[config.mk]
export PLATFORM = sky130hd
export DESIGN_NAME = linkup_seq
export DESIGN_NICKNAME = d
export VERILOG_FILES = /design/src/rtl/linkup_pkg.sv /design/src/rtl/linkup_rate_check.sv /design/src/rtl/linkup_poll_timer.sv /design/src/rtl/linkup_step_decode.sv /design/src/rtl/linkup_seq.sv
export SDC_FILE = /design/constraint.sdc
export NUM_CORES = 1
export LEC_CHECK = 0
export BUFFER_PORTS_ARGS = -buffer_cell sky130_fd_sc_hd__buf_2
export CAP_MARGIN = 20
export CORE_MARGIN = 5
export CORE_UTILIZATION = 34
export DETAILED_ROUTE_END_ITERATION = 16
export GPL_ROUTABILITY_DRIVEN = 0
export MAX_ROUTING_LAYER = met4
export PLACE_DENSITY_LB_ADDON = 0.08
export SYNTH_ARGS = -nofsm -noshare
export SYNTH_HDL_FRONTEND = slang
export SYNTH_SLANG_ARGS = --single-unit
[constraint.sdc]
create_clock -name clk -period 4.4 [get_ports clk]
set_input_delay 0.44 -clock clk [delete_from_list [all_inputs] [get_ports clk]]
set_output_delay 0.44 -clock clk [all_outputs]
set_load 0.005 [all_outputs]
[src/rtl/linkup_pkg.sv]
package linkup_pkg;

   typedef enum logic [3:0] {
      ST_IDLE,
      ST_PHY_HOLD,
      ST_TX_OFF,
      ST_AUX_DIV,
      ST_LINK_CLK,
      ST_PHY_REL,
      ST_POLL_RD,
      ST_POLL_CHK,
      ST_TX_ON,
      ST_HPD_UNMASK
   } step_t;

   localparam logic [11:0] OFS_PHY_RST  = 12'h200;
   localparam logic [11:0] OFS_TX_EN    = 12'h080;
   localparam logic [11:0] OFS_AUX_DIV  = 12'h10C;
   localparam logic [11:0] OFS_LINK_CLK = 12'h234;
   localparam logic [11:0] OFS_PHY_STAT = 12'h280;

   // lane0 done, lane1 done, pll lock
   localparam logic [4:0]  STAT_GOOD    = 5'b1_0011;

endpackage

[src/rtl/linkup_rate_check.sv]
module linkup_rate_check #(
   parameter logic [7:0] RATE_MASK = 8'b0010_1010
) (
   input  logic [2:0] code,
   output logic       legal
);
   always_comb legal = RATE_MASK[code];
endmodule

[src/rtl/linkup_poll_timer.sv]
module linkup_poll_timer #(
   parameter int POLL_W = 16
) (
   input  logic              clk,
   input  logic              rst_n,
   input  logic              clr,
   input  logic              inc,
   input  logic [POLL_W-1:0] limit,
   output logic              expired
);
   localparam logic [POLL_W-1:0] ONE = POLL_W'(1);

   logic [POLL_W-1:0] reads_q;
   logic [POLL_W-1:0] limit_eff;

   always_comb limit_eff = (limit == '0) ? ONE : limit;
   always_comb expired   = (reads_q >= limit_eff);

   always_ff @(posedge clk or negedge rst_n) begin
      if (!rst_n)
         reads_q <= '0;
      else if (clr)
         reads_q <= '0;
      else if (inc && (reads_q != '1))
         reads_q <= reads_q + ONE;
   end
endmodule

[src/rtl/linkup_step_decode.sv]
module linkup_step_decode
   import linkup_pkg::*;
#(
   parameter int             AW            = 16,
   parameter int             DW            = 32,
   parameter logic [AW-1:0]  IRQ_MASK_ADDR = AW'(12'h3A4)
) (
   input  step_t          step,
   input  logic [15:0]    aux_div,
   input  logic [2:0]     rate,
   output logic [AW-1:0]  addr,
   output logic [DW-1:0]  wdata,
   output logic           wr,
   output logic           rd
);
   always_comb begin
      addr  = '0;
      wdata = '0;
      wr    = 1'b0;
      rd    = 1'b0;
      unique case (step)
         ST_PHY_HOLD: begin
            addr = AW'(OFS_PHY_RST); wdata[0] = 1'b1; wr = 1'b1;
         end
         ST_TX_OFF: begin
            addr = AW'(OFS_TX_EN); wr = 1'b1;
         end
         ST_AUX_DIV: begin
            addr = AW'(OFS_AUX_DIV); wdata[15:0] = aux_div; wr = 1'b1;
         end
         ST_LINK_CLK: begin
            addr = AW'(OFS_LINK_CLK); wdata[2:0] = rate; wr = 1'b1;
         end
         ST_PHY_REL: begin
            addr = AW'(OFS_PHY_RST); wr = 1'b1;
         end
         ST_POLL_RD: begin
            addr = AW'(OFS_PHY_STAT); rd = 1'b1;
         end
         ST_TX_ON: begin
            addr = AW'(OFS_TX_EN); wdata[0] = 1'b1; wr = 1'b1;
         end
         ST_HPD_UNMASK: begin
            addr = IRQ_MASK_ADDR; wr = 1'b1;
         end
         default: ;
      endcase
   end
endmodule

[src/rtl/linkup_seq.sv]
module linkup_seq
   import linkup_pkg::*;
#(
   parameter int            AW            = 16,
   parameter int            DW            = 32,
   parameter int            POLL_W        = 16,
   parameter logic [7:0]    RATE_MASK     = 8'b0010_1010,
   parameter logic [AW-1:0] IRQ_MASK_ADDR = AW'(12'h3A4)
) (
   input  logic              clk,
   input  logic              rst_n,
   input  logic              start,
   input  logic [2:0]        rate_code,
   input  logic [15:0]       aux_div,
   input  logic              hpd_unmask_en,
   input  logic [POLL_W-1:0] poll_limit,
   output logic [AW-1:0]     bus_addr,
   output logic [DW-1:0]     bus_wdata,
   output logic              bus_wr,
   output logic              bus_rd,
   input  logic [DW-1:0]     bus_rdata,
   input  logic              bus_ready,
   output logic              busy,
   output logic              done,
   output logic              timeout,
   output logic              rate_err
);
   localparam logic [DW-1:0] STAT_MASK = DW'(STAT_GOOD);

   if (AW < 12) begin : g_bad_aw
      $error("linkup_seq: AW must be at least 12");
   end
   if (DW < 16) begin : g_bad_dw
      $error("linkup_seq: DW must be at least 16");
   end
   if (POLL_W < 1) begin : g_bad_pw
      $error("linkup_seq: POLL_W must be at least 1");
   end

   step_t             state_q;
   logic [15:0]       div_q;
   logic [2:0]        rate_q;
   logic              hpd_q;
   logic [POLL_W-1:0] limit_q;
   logic [DW-1:0]     status_q;
   logic              pass_q;
   logic              rate_ok;
   logic              ack;
   logic              poll_expired;
   logic              status_good;

   linkup_rate_check #(.RATE_MASK(RATE_MASK)) u_rate (
      .code  (rate_code),
      .legal (rate_ok)
   );

   linkup_step_decode #(.AW(AW), .DW(DW), .IRQ_MASK_ADDR(IRQ_MASK_ADDR)) u_dec (
      .step    (state_q),
      .aux_div (div_q),
      .rate    (rate_q),
      .addr    (bus_addr),
      .wdata   (bus_wdata),
      .wr      (bus_wr),
      .rd      (bus_rd)
   );

   linkup_poll_timer #(.POLL_W(POLL_W)) u_timer (
      .clk     (clk),
      .rst_n   (rst_n),
      .clr     (state_q == ST_IDLE),
      .inc     ((state_q == ST_POLL_RD) && ack),
      .limit   (limit_q),
      .expired (poll_expired)
   );

   always_comb ack         = (bus_wr || bus_rd) && bus_ready;
   always_comb status_good = ((status_q & STAT_MASK) == STAT_MASK);
   always_comb busy        = (state_q != ST_IDLE);

   always_ff @(posedge clk or negedge rst_n) begin
      if (!rst_n) begin
         state_q  <= ST_IDLE;
         div_q    <= '0;
         rate_q   <= '0;
         hpd_q    <= 1'b0;
         limit_q  <= '0;
         status_q <= '0;
         pass_q   <= 1'b0;
         done     <= 1'b0;
         timeout  <= 1'b0;
         rate_err <= 1'b0;
      end else begin
         done <= 1'b0;
         unique case (state_q)
            ST_IDLE: if (start) begin
               timeout <= 1'b0;
               if (rate_ok) begin
                  div_q    <= aux_div;
                  rate_q   <= rate_code;
                  hpd_q    <= hpd_unmask_en;
                  limit_q  <= poll_limit;
                  pass_q   <= 1'b0;
                  rate_err <= 1'b0;
                  state_q  <= ST_PHY_HOLD;
               end else begin
                  rate_err <= 1'b1;
               end
            end
            ST_PHY_HOLD: if (ack) state_q <= ST_TX_OFF;
            ST_TX_OFF:   if (ack) state_q <= ST_AUX_DIV;
            ST_AUX_DIV:  if (ack) state_q <= ST_LINK_CLK;
            ST_LINK_CLK: if (ack) state_q <= ST_PHY_REL;
            ST_PHY_REL:  if (ack) state_q <= ST_POLL_RD;
            ST_POLL_RD: if (ack) begin
               status_q <= bus_rdata;
               state_q  <= ST_POLL_CHK;
            end
            ST_POLL_CHK: begin
               if (status_good) begin
                  pass_q  <= 1'b1;
                  state_q <= ST_TX_ON;
               end else if (poll_expired) begin
                  timeout <= 1'b1;
                  state_q <= ST_IDLE;
               end else begin
                  state_q <= ST_POLL_RD;
               end
            end
            ST_TX_ON: if (ack) begin
               if (hpd_q) state_q <= ST_HPD_UNMASK;
               else begin
                  done    <= 1'b1;
                  state_q <= ST_IDLE;
               end
            end
            ST_HPD_UNMASK: if (ack) begin
               done    <= 1'b1;
               state_q <= ST_IDLE;
            end
            default: state_q <= ST_IDLE;
         endcase
      end
   end


   wr_hold_chk: assert property (@(posedge clk) disable iff (!rst_n)
      (bus_wr && !bus_ready) |=> (bus_wr && $stable(bus_addr) && $stable(bus_wdata)));


   rd_hold_chk: assert property (@(posedge clk) disable iff (!rst_n)
      (bus_rd && !bus_ready) |=> (bus_rd && $stable(bus_addr)));


   one_strobe_chk: assert property (@(posedge clk) disable iff (!rst_n)
      !(bus_wr && bus_rd));


   tx_after_pass_chk: assert property (@(posedge clk) disable iff (!rst_n)
      (bus_wr && bus_addr == AW'(OFS_TX_EN) && bus_wdata[0]) |-> pass_q);


   done_pulse_chk: assert property (@(posedge clk) disable iff (!rst_n)
      done |=> !done);


   done_idle_chk: assert property (@(posedge clk) disable iff (!rst_n)
      done |-> !busy);


   timeout_idle_chk: assert property (@(posedge clk) disable iff (!rst_n)
      $rose(timeout) |-> (!busy && !done));


   rate_err_idle_chk: assert property (@(posedge clk) disable iff (!rst_n)
      rate_err |-> !busy);

endmodule

-- Yosys cells after proc, flatten, opt, wreduce, memory -nomap -nowiden
Memories as Yosys holds them, arrays and structs flattened.
Cells that the tools add are included.
- memories: 1
- bits of input ports: 72
- output and inout port bits: 54
- memory bits (read-only): 8
- logic and storage cells: 88
- register bits: 64
- equal/unequal tests: 23
- $lt $le $gt $ge: 2
- mux-type cells: 33
- reductions and logical operators: 18
- $add $sub $neg: 1
- memory list (name ; depth ; width ; read ports ; clocked after Yosys merged registers in ; write ports ; RTL line ; RTL):
    (name not given) ; 8 ; 1 ; 1 ; 0 ; 0 ; linkup_rate_check.sv:7 ; always_comb legal = RATE_MASK[code];
- operators by type and width (kind ; number):
    $pmux 10 s6 ; 1
    $mux 16 ; 3
    $mux 4 ; 12
    $pmux 4 s10 ; 1
    $ne 2x2->1 const B ; 12
    $add 16x1->16 const B ; 1
    $eq 4x3->1 const B ; 4
    $ge 16x16->1 ; 1
    $logic_not 16->1 ; 1
    $ne 16x16->1 const B ; 1
    $mux 13 ; 1
    $mux 1 ; 10
    $reduce_and 10->1 ; 1
    $eq 4x2->1 const B ; 2
    $eq 4x4->1 const B ; 2
    $reduce_or 7->1 ; 1
    $reduce_or 2->1 ; 3
    $eq 4x1->1 const B ; 1
    $logic_not 4->1 ; 1
    $lt 3x4->1 const B ; 1
    $pmux 1 s2 ; 2
    $pmux 2 s2 ; 1
    $reduce_and 2->1 ; 2
    $reduce_and 4->1 ; 1
    other kinds (8) ; 11

-- Longest topological paths before layout
Gate-level depths: netlist (run 1).
- depth in word-level cells: 9
- mapped depth: 8
- gate-level depth less buffers: 7

-- By module
From an unflattened synthesis (run 1), not the netlist that was laid out.
- cell total of the unflattened synthesis: 361
- area, all modules: 3890.0 um2
- by module, submodules not included (module ; area an instance (um2) ; times used ; cells each ; seq. area each (um2)):
    linkup_seq ; 2003.2 ; 1 ; 131 ; 1151.1
    linkup_poll_timer ; 1382.6 ; 1 ; 157 ; 400.4
    linkup_step_decode ; 493.0 ; 1 ; 72 ; 0.0
    linkup_rate_check ; 11.3 ; 1 ; 1 ; 0.0

-- Least setup slack after synthesis (run 1)
No wires, ideal clock.
- path type: register -> register
- from: register limit_q[9]
- to: register timeout
- stages on the path, launching flop included: 8
- path buffers: 0
- period minus slack after synthesis: 2042 ps
- library setup time: 121 ps
- slack: 2358 ps
- data required time: 4279 ps
- arrival: 1921 ps
- cells stage by stage: dfrtp_1 nor4_1 a41o_1 ha_1 nand2b_1 a2111o_1 a32o_1 o22a_1
- longest elaborated chain between the ends: 5
- RTL lines (what ; RTL line ; RTL):
    start: declaration ; linkup_seq.sv:44 ; logic [POLL_W-1:0] limit_q;
    start signal: assignment ; linkup_seq.sv:101 ; limit_q <= poll_limit;
    $logic_not 16->1 ; linkup_poll_timer.sv:16 ; always_comb limit_eff = (limit == '0) ? ONE : limit;
    $mux 16 (*) ; linkup_poll_timer.sv:16 ;
    $ge 16x16->1 (*) ; linkup_poll_timer.sv:17 ; always_comb expired = (reads_q >= limit_eff);
    $ne 2x2->1 (no source line) (*) ; -- ;
    $reduce_and 4->1 (no source line) (*) ; -- ;
    end signal: assignment ; linkup_seq.sv:90 ; timeout <= 1'b0;
    end signal: assignment ; linkup_seq.sv:96 ; timeout <= 1'b0;
    end signal: assignment ; linkup_seq.sv:123 ; timeout <= 1'b1;
    end: declaration ; linkup_seq.sv:25 ; output logic timeout,
Every way passes the cells marked *; elsewhere a longest branch is shown, timed or not.
A chain may end at the register's enable or synchronous reset.

-- Worst setup path after layout (run 1)
- from: register state_q[1]
- to: output bus_wr
- longest elaborated chain between the ends: 3
- elaborated cells on any way between the ends: 9
- classes of those cells: eq/ne: 7; mux: 1; reduce/logical: 1
- RTL lines (what ; RTL line ; RTL):
    start: declaration ; linkup_seq.sv:40 ; step_t state_q;
    start signal: assignment ; linkup_seq.sv:82 ; state_q <= ST_IDLE;
    start signal: assignment ; linkup_seq.sv:104 ; state_q <= ST_PHY_HOLD;
    start signal: assignment ; linkup_seq.sv:109 ; ST_PHY_HOLD: if (ack) state_q <= ST_TX_OFF;
    $eq 4x2->1 (tied with other cells) ; linkup_step_decode.sv:21 ; unique case (step)
    $reduce_or 7->1 (no source line) (*) ; -- ;
    $mux 1 (*) ; linkup_step_decode.sv:21 ;
    end: declaration ; linkup_seq.sv:19 ; output logic bus_wr,
Marks and branches as above.

==> impl_results.md, run 1 <==
* Number of diodes at 0
* Iter 0 DRT Violations at just over 100
* Reg power frac at 42.3%
* Worst R2R Setup Slack at between 1500 and 2000 ps
* Startpoint types: flop
* Crit path DAT at ~2200 ps
* CTS tree: built
* Commonest cells after routing, fill and taps aside: buf_2 (71), dfrtp_1 (62), mux2_2 (41)
* DIE AREA at around 13,000 µm²
* Routed vias/inst at slightly below 5
* Synth Area in Simple Gates at roughly 16%
* Final #Nets at 519
* 1st-pass router iterations at 4
* Setup tns final at 0 ps
* Global-route wire length before repair at around 14,000 µm
* Crit. End Element: primary output
* Remaining DRCs at 0
* # rows at 38
* Synth Area in Compound Gates at 10.1%
* Logic gate share of total power at around 34%
* Power per standard cell area at ~530 nW/µm²
* IO buf count at slightly above 70
* Initial antenna violation count at 0
* Async SR Flop Fraction at 100%
* Synthesized flop and latch total at 62
* Status: completed
* Clock Power Share at between 20% and 30%
* Total CTS buffers at 9
* # fillers at 1,139
* Critical path peak fanout at 20
* H-Tree Depth at 3
* Worst Path Required at just under 4000 ps
* Core Util, Final at 39.7%
* Post-Synth XOR/XNOR Area at 0.473%
* Final hold vios at 0
* Cell Area, Synth at 3700 µm²
* Vias in the first global route at approximately 2,700
* Max Cap Viol at 0
* Hold Crit Depth at 2
* Final instance area at 4270 µm²
* Leakage at roughly 2 nW
* Hold EP: div_q[0]$_DFFE_PN0P_
* Warnings from Yosys at 0
* Synth-to-layout area growth at 15.3%
* Worst-margin pin slew at around 630 ps
* Clock Latency Late Sink at roughly 350 ps
* VDD IR max at roughly 0.22 mV
* Setup Buffers After CTS at 0
* Clock-pin slew on the worst setup and hold paths at roughly 80 ps
* Via count at about 2,800
* Root buffer cell: clkbuf_8
* Cells after Synth at 363
* # resized after CTS at 0
* Share of layout cells above drive strength 1 at between 30% and 40%
* # IOs at roughly 130
* Wire per inst at about 15 µm
* Reg2reg end: div_q[10]$_DFFE_PN0P_
* Unique masters post-synth at 48
* Start point of the worst hold path: aux_div[0]
* Worst Clk Skew at around 13 ps
* Primary FF master, synth: dfrtp_1
* NetSw at around 0.78 mW
* Largest net degree at the start of global routing at 49
* Max Clock Freq at between 300 and 400 MHz
* Fin crit share at between 50% and 60%
* Rel. slew slack at a little under 60%
* Clk sink count at 62
* Die X at between 100 and 150 µm
* Post-synthesis sequential area ratio at between 40% and 50%
* Setup violators final at 0
* Post-synth EDFFs at 0
* Initial Util at 34.5%
* RSZ-0062 raised after global routing: no
* WL final at roughly 8300 µm
* Int Pwr at 1.49 mW
* Grt ovf at 0
* Reg2reg start: state_q[1]$_DFFE_PN0P_
* Hold WS at 319 ps
* Core area at 10,700 µm²
* Critical path type: reg2out
* Post-route ant nets at 0
* Period minus WS final at ~2600 ps
* CTS Hold Bufs at 1
* Mean Syn Cell Area at 10.2 µm²
* Final HPWL DP at ~6200 µm
* Most common cell after layout, fill and taps aside: buf_2
* Net Sw Frac at about a third
* Hold Path Class: in2reg
* Final Max Tran Viols at 0
* Post-synthesis mux area share at 14.9%
* Combinational family with the most area after synthesis: simple AND/OR/NAND/NOR gates
* Die height at around 110 µm
* R2R cell count at 5
* Placed Area at ~4000 µm²
* Clock Path Buffers at 2
* Synth Area in Adders at approximately 5.7%
* Total GRT Usage at approximately 14%
## stage by stage
stage	instances	power, mW	setup WS (ps)
CTS	574	2.30	1760
global placement	558	1.74	1920
floorplan	387	1.53	2360
finish	574	2.27	1810
detailed placement	558	1.76	1900
global route	574	2.46	1640
## registers in the layout (all words and copies together) (netlist names)
| name | count |
|---|---|
| div_q | 16 |
| limit_q | 16 |
| u_timer.reads_q | 16 |
| state_q | 4 |
| rate_q | 3 |
| status_q | 3 |
| done | 1 |
| hpd_q | 1 |
| rate_err | 1 |
| timeout | 1 |
## cells by family (layout without fill, tap and decap cells)
| logic type | Yosys count | after routing |
|---|---|---|
| mux | 50 | 50 |
| flops | 62 | 62 |
| simple gates | 104 | 104 |
| xor+xnor | 2 | 2 |
| buf+inv | 69 | 116 |
| compound gates | 58 | 58 |
| fa+ha+maj | 17 | 17 |
| other cells | 1 | 25 |
## layer usage
layer,up-vias,GRT usage (%),part of all wire (%)
met5,-,-,0
li1,1374,-,-
met2,94,19.4,43
met3,14,2.54,5.8
met1,1324,18.6,49
met4,0,6.18,2.1
## cells in the mapped netlist, drive strengths merged (2+ instances only)
library cell / instances / share of area [%]
o22ai: 3 / 0.51
a31oi: 2 / 0.34
ha: 17 / 5.7
a211oi: 6 / 1.2
nand3: 5 / 0.68
o31ai: 2 / 0.41
clkbuf: 6 / 0.61
nand2b: 7 / 1.2
a22o: 2 / 0.47
and2: 16 / 2.7
inv: 25 / 2.5
a2111o: 2 / 0.61
or4: 3 / 0.61
and3: 6 / 1.0
o21bai: 2 / 0.41
nand2: 23 / 2.3
nor4: 4 / 0.84
and4: 2 / 0.47
xnor2: 2 / 0.47
o21ai: 11 / 1.5
mux2i: 9 / 2.4
a21oi: 20 / 2.7
mux2: 41 / 12
dfrtp: 62 / 42
buf: 38 / 7.6
nor2: 9 / 0.91
or2: 2 / 0.34
nand4: 9 / 1.9
nor3: 12 / 1.6
## power groups by stage
stage | registers (mW) | clock network [mW] | logic (mW)
2_1_floorplan | 0.874 | 0 | 0.657
3_3_place_gp | 0.963 | 0 | 0.781
3_5_place_dp | 0.969 | 0 | 0.794
4_1_cts | 0.959 | 0.549 | 0.797
5_1_grt | 0.995 | 0.573 | 0.891
6_report | 0.958 | 0.529 | 0.778
## critical path: stages (launching register included)
cell,delay (ps)
dfrtp_1,560
nor4_2,330
buf_4,240
inv_1,310
and3_1,260
buf_2,120
## final cells by class
class                   count  area (µm²)  share of cell area [%]
multi-input cells         256        1840                    43.2
flip-flops and latches     62        1550                    36.4
repair buffers             76         395                    9.26
well taps                 140         175                    4.10
clock buffers              12         165                    3.87
inverters                  25        93.8                    2.20
clock inverters             3        42.5                   0.997
## worst max path at each step
stage                           startpoint                       to  slack, ps
finish              state_q[1]$_DFFE_PN0P_                   bus_wr       1810
global route        state_q[1]$_DFFE_PN0P_                   bus_wr       1640
CTS                 state_q[1]$_DFFE_PN0P_                   bus_wr       1760
detailed placement  state_q[1]$_DFFE_PN0P_  limit_q[10]$_DFFE_PN0P_       1900
global placement    state_q[1]$_DFFE_PN0P_  limit_q[13]$_DFFE_PN0P_       1920
floorplan           limit_q[9]$_DFFE_PN0P_      timeout$_DFFE_PN0P_       2360
Power figures use the tool's default switching activity.
==> inputs of run 2 (changes only) <==
==> constraint.sdc (replaced) <==
create_clock -name clk -period 2.5 [get_ports clk]
set_input_delay 0.25 -clock clk [delete_from_list [all_inputs] [get_ports clk]]
set_output_delay 0.25 -clock clk [all_outputs]
set_load 0.005 [all_outputs]
==> run 2 against run 1 <==
  * Total power grew 79%
  * Die area is the same
  * Critical path depth grew 2
  * Highest routed layer unchanged
==> impl_results.md, run 2 (synthesis gave the netlist of run 1 again) <==
* DIE AREA at 13,100 µm² (unchanged)
* Status: completed
* Core area at 10,700 µm² (unchanged)
* # fillers at 1,075 (-5.6%)
* Top Registers: div_q (16), limit_q (16), u_timer.reads_q (16)
* Clock Path Buffers at 2 (unchanged)
* Iter 0 DRT Violations at 57 (-44%)
* DP Worst Slack at 257 ps (-1640 ps)
* Placed insts at 565 (+1.3%)
* Max Clock Freq at 448 MHz
* Via count at 2,828 (+0.78%)
* M3 GR Usage at 3.49% (+0.95 points)
* Die X at 114 µm (unchanged)
* Met1 global-route usage at 19.5% (+0.99 points)
* Final worst slack at 270 ps (-1540 ps)
* Initial Util at 34.5% (unchanged)
* Hold WS at 133 ps (-186 ps)
* Worst-margin pin slew at 737 ps (+106 ps)
* Commonest cells after routing, fill and taps aside: buf_2 (71), dfrtp_1 (62), mux2_2 (41)
* CTS tree: built
* FF+latch area at 1550 µm² (unchanged)
* Multi-input gate area at 1840 µm² (unchanged)
* Final instance area at 4330 µm² (+1.6%)
* Total power at 4.06 mW (+79%)
* IO buf count at 71 (unchanged)
* Remaining DRCs at 0 (unchanged)
* Final hold vios at 0 (unchanged)
* Synth-to-layout area growth at 17.1%
* Wire per inst at 15.3 µm (+5.2%)
* Power per standard cell area at 936 nW/µm² (+76%)
* Worst Clk Skew at 10.3 ps (-2.91 ps)
* # IOs at 126 (unchanged)
* Routed vias/inst at 4.88 (-0.26%)
* Rel. slew slack at 50.9% (-7.0 points)
* Critical path peak fanout at 3 (-85%)
* Leakage at 2.08 nW (+1.5%)
* Clock Latency Late Sink at 350 ps (about the same)
* Setup violators final at 0 (unchanged)
* Max Cap Viol at 0 (unchanged)
* Placed Area at 4130 µm² (+1.9%)
* Total CTS buffers at 9 (unchanged)
* 1st-pass router iterations at 4 (unchanged)
* Setup Buffers After CTS at 0 (unchanged)
* Number of diodes at 0 (unchanged)
* VDD IR max at 0.387 mV (+74%)
* Vias in the first global route at 2,885 (+5.7%)
* Largest net degree at the start of global routing at 35 (-29%)
* Post-route ant nets at 0 (unchanged)
* Clk sink count at 62 (unchanged)
* Crit. End Element: flop
* Share of layout cells above drive strength 1 at 32.5% (+0.93 points)
* Initial antenna violation count at 0 (unchanged)
* Grt ovf at 0 (unchanged)
* Global-route wire length before repair at 14,600 µm (+7.3%)
* Die height at 114 µm (unchanged)
* Startpoint types: flop
* Period minus WS final at around 2200 ps
* # rows at 38 (unchanged)
* Hold Path Class: in2reg
* Final Max Tran Viols at 0 (unchanged)
* Clock-pin slew on the worst setup and hold paths at 80 ps (about the same)
* Crit path DAT at 2470 ps (+320 ps)
* Setup tns final at 0 ps (unchanged)
* Final HPWL DP at 6350 µm (+2.9%)
* Final #Nets at 526 (+1.3%)
* WL final at 8860 µm (+6.3%)
* Critical path type: reg2reg
* Total GRT Usage at 14.6% (+1.0 points)
* Grt met2 use at 21.8% (+2.3 points)
* H-Tree Depth at 3 (unchanged)
* Root buffer cell: clkbuf_8
* Most common cell after layout, fill and taps aside: buf_2
* RSZ-0062 raised after global routing: no
* Worst Path Required at 2740 ps (-1220 ps)
* Fin cells at 580 (+1.0%)
* GR peak layer: met2
* Fin crit share at 89.2%
* Core Util, Final at 40.3% (+0.62 points)
run 2: cell count changes in the layout (fill, tap and decap cells not counted), sizes merged:
cell      delta
clkinv       -1
buf          +7
clkbuf       -1
clkinvlp     +1
run 2: path summary, 6_finish.rpt:
path | startpoint | endpoint | slack [ps] | cells after the start
setup / recovery | limit_q[9]$_DFFE_PN0P_ | timeout$_DFFE_PN0P_ | 270 | 7
hold / removal | poll_limit[5] | limit_q[5]$_DFFE_PN0P_ | 130 | 2
setup reg to reg | limit_q[9]$_DFFE_PN0P_ | timeout$_DFFE_PN0P_ | 270 | 7
hold reg to reg | rate_q[0]$_DFFE_PN0P_ | rate_q[0]$_DFFE_PN0P_ | 470 | 1
max in group asynchronous | rst_n | div_q[4]$_DFFE_PN0P_ | 1360 | 3
min in group asynchronous | rst_n | u_timer.reads_q[13]$_DFFE_PN0P_ | 500 | 2
run 2: repair_timing:
item / 4_1_cts / 5_1_grt
gates resized for setup: 0 / 0
hold buffers: 1 / 0
endpoints found under the hold margin: 28 / 0
run 2: area by class of cell:
type,instances,area share (%)
Inverter,25,2.17
Clock buffer,11,3.49
Timing Repair Buffer,83,10.9
Multi-Input combinational cell,256,42.6
Sequential cell,62,35.8
Clock inverter,3,1.04
Tap cell,140,4.04
run 2: critical path, cell delays in order, from the launching register on:
cell and delay (ps):
dfrtp_1 390, nor4_1 320, a41o_1 220, ha_1 210
nand2b_1 150, a2111o_1 400, a32o_1 260, o22a_1 170
run 2: power breakdown:
part	switching, mW	internal [mW]	leakage (nW)
combinational	0.763	0.776	1.20
sequential	0.243	1.36	0.786
clock	0.409	0.504	0.0935
run 2: layer usage:
metal | wire length (µm) | vias to the layer above
met5 | 0 | -
met3 | 540 | 7
met1 | 4300 | 1348
met2 | 3930 | 92
li1 | - | 1381
met4 | 88 | 0
==> inputs of run 3 (changes only) <==
--- a/config.mk
+++ b/config.mk
@@ -8,7 +8,7 @@
 export BUFFER_PORTS_ARGS = -buffer_cell sky130_fd_sc_hd__buf_2
 export CAP_MARGIN = 20
 export CORE_MARGIN = 5
-export CORE_UTILIZATION = 34
+export CORE_UTILIZATION = 51
 export DETAILED_ROUTE_END_ITERATION = 16
 export GPL_ROUTABILITY_DRIVEN = 0
 export MAX_ROUTING_LAYER = met4
==> constraint.sdc (replaced) <==
create_clock -name clk -period 2.5 [get_ports clk]
set_input_delay 0.5 -clock clk [delete_from_list [all_inputs] [get_ports clk]]
set_output_delay 0.5 -clock clk [all_outputs]
set_load 0.005 [all_outputs]
==> run 3 against run 2 <==
  * Wire length is 11% lower
  * Die area decreased by 31%
  * Clock skew is 0.86 ps lower
  * Core utilization increased by 20 points
  * Clock-buffer cell count unchanged
  * Total power rose by 1.5%
  * Sequential cell count is the same
  * Sequential power grew 4%
  * Combinational power fell by 5%
  * Largest power group unchanged
==> impl_results.md, run 3 (synthesis gave the netlist of run 1 again) <==
* Clock Path Buffers at 2 (unchanged)
* Leakage at 2.08 nW (+0.36%)
* # fillers at 619 (-42%)
* Setup Buffers After CTS at 0 (unchanged)
* IO buf count at 71 (unchanged)
* Post-route ant nets at 0 (unchanged)
* Clock-pin slew on the worst setup and hold paths at 70 ps (about the same)
* Final Max Tran Viols at 0 (unchanged)
* Grt ovf at 0 (unchanged)
* Final hold vios at 0 (unchanged)
* Crit-path slowest cell: dfrtp_1
* Hold Path Class: in2async
* Die height at 95.2 µm (-17%)
* # IOs at 126 (unchanged)
* Net Sw Frac at 34.0% (-0.92 points)
* Final instance area at 4300 µm² (-0.78%)
* Period minus WS final at 2330 ps (+104 ps)
* Critical path peak fanout at 9 (+6)
* Crit path launch: state_q[3]$_DFFE_PN0P_
* Startpoint types: flop
* Initial Util at 51.6% (+17 points)
* H-Tree Depth at 3 (unchanged)
* Placed insts at 522 (-7.6%)
* Setup tns final at 0 ps (unchanged)
* CTS tree: built
* Crit path DAT at 1830 ps (-640 ps)
* Max Clock Freq at 428 MHz (-4.5%)
* Initial antenna violation count at 0 (unchanged)
* Global-route wire length before repair at 12,900 µm (-12%)
* Most common cell after layout, fill and taps aside: buf_2
* WL final at 7870 µm (-11%)
* Max Cap Viol at 0 (unchanged)
* Largest net degree at the start of global routing at 63 (+80%)
* Core area at 7180 µm² (-33%)
* Clk sink count at 62 (unchanged)
* Fin cells at 538 (-7.2%)
* Final HPWL DP at 5830 µm (-8.2%)
* Worst Path Required at 2000 ps (-740 ps)
* Status: completed
* Synth-to-layout area growth at 16.2%
* Total GRT Usage at 18.7% (+4.2 points)
* Crit. End Element: primary output
* Iter 0 DRT Violations at 89 (+56%)
* FF+latch area at 1550 µm² (about the same)
* Reg power frac at 40.5% (+1.0 points)
* Remaining DRCs at 0 (unchanged)
* Crit path cell chain: buf_4 -> inv_1 -> or3_1 -> a21oi_1 -> or2_2 -> buf_2
* Worst Clk Skew at 9.42 ps (-0.863 ps)
* Total CTS buffers at 9 (unchanged)
* Top Registers: div_q (16), limit_q (16), u_timer.reads_q (16)
* NetSw at 1.40 mW (-1.2%)
* VDD IR max at 0.499 mV (+29%)
* Die X at 95.2 µm (-17%)
* Final #Nets at 523 (-0.57%)
* Share of layout cells above drive strength 1 at 32.8% (+0.30 points)
* Commonest cells after routing, fill and taps aside: buf_2 (71), dfrtp_1 (61), mux2_2 (41)
* Routed vias/inst at 5.25 (+7.6%)
* Logic gate share of total power at 35.5% (-2.5 points)
* Wire per inst at 14.6 µm (-4.2%)
* RSZ-0062 raised after global routing: no
* Critical path type: reg2out
* Power per standard cell area at 957 nW/µm² (+2.3%)
* Multi-input gate area at 1860 µm² (+0.75%)
* Via count at 2,823 (-0.18%)
* Clock Power Share at 24.1% (+1.6 points)
* Placed Area at 4060 µm² (-1.6%)
* Int Pwr at 2.72 mW (+2.9%)
* # rows at 31 (-18%)
* Rel. slew slack at 63.5% (+13 points)
* Vias in the first global route at 2,734 (-5.2%)
* 1st-pass router iterations at 4 (unchanged)
* Reg2reg start: limit_q[9]$_DFFE_PN0P_
* R2R cell count at 7 (unchanged)
* Root buffer cell: clkbuf_8
* Crit path largest cell delay at 500 ps (+100 ps)
* DIE AREA at 9060 µm² (-31%)
* Fin crit share at 93.4% (+4.2 points)
* Clock Latency Late Sink at 330 ps (-20 ps)
* Setup violators final at 0 (unchanged)
* Worst-margin pin slew at 548 ps (-189 ps)
* Number of diodes at 0 (unchanged)
==> run 3: power by group through the flow <==
stage	clock network (mW)	registers, mW	logic (mW)
5_1_grt	1.06	1.72	1.66
3_3_place_gp	0	1.65	1.42
2_1_floorplan	0	1.54	1.16
3_5_place_dp	0	1.67	1.46
4_1_cts	1.01	1.66	1.48
6_report	0.992	1.67	1.46
==> run 3: area by class of cell <==
type / instances / share of cell area, %
multi-input cells: 256 / 43.2
repair buffers: 80 / 10.4
flip-flops and latches: 62 / 36.1
clock inverters: 5 / 1.92
well taps: 99 / 2.88
inverters: 25 / 2.18
clock buffers: 11 / 3.29
==> run 3: worst paths after layout <==
path / slack (ps) / end
max: 170 / bus_addr[2]
min: 150 / limit_q[13]$_DFFE_PN0P_
max reg2reg: 250 / timeout$_DFFE_PN0P_
min reg2reg: 480 / rate_q[0]$_DFFE_PN0P_
max in group asynchronous: 2040 / state_q[0]$_DFFE_PN0P_
min in group clk: 390 / limit_q[10]$_DFFE_PN0P_
==> run 3: layer usage <==
metal / vias up / global-route usage (%) / routed length [µm]
li1: 1381 / - / -
met1: 1328 / 24.8 / 3520
met2: 97 / 27.6 / 3630
met3: 17 / 3.79 / 537
met4: 0 / 8.65 / 191
met5: - / - / 0
==> run 3: critical path: cells and delay by family, from the launching register on <==
family | cells | cell delay, ps
AND/OR/NAND/NOR | 2 | 440
flip-flops | 1 | 500
AO/OA/AOI/OAI | 1 | 160
buffers and inverters | 3 | 410
==> run 3: stage by stage <==
step           utilization, %  hold slack, ps  power [mW]  setup slack [ps]
2_1_floorplan               -             204        2.69               458
3_3_place_gp             56.6             455        3.07               275
3_5_place_dp             56.6             469        3.13               262
4_1_cts                  59.8             173        4.15              26.8
5_1_grt                  59.9             181        4.44              48.9
6_report                 59.9             153        4.12               166
==> run 3: repair_timing <==
item,4_1_cts,5_1_grt
hold buffers,0,0
setup endpoints to repair,1,18
pin swaps,0,0
gates resized for setup,1,2
hold endpoints to repair,0,0
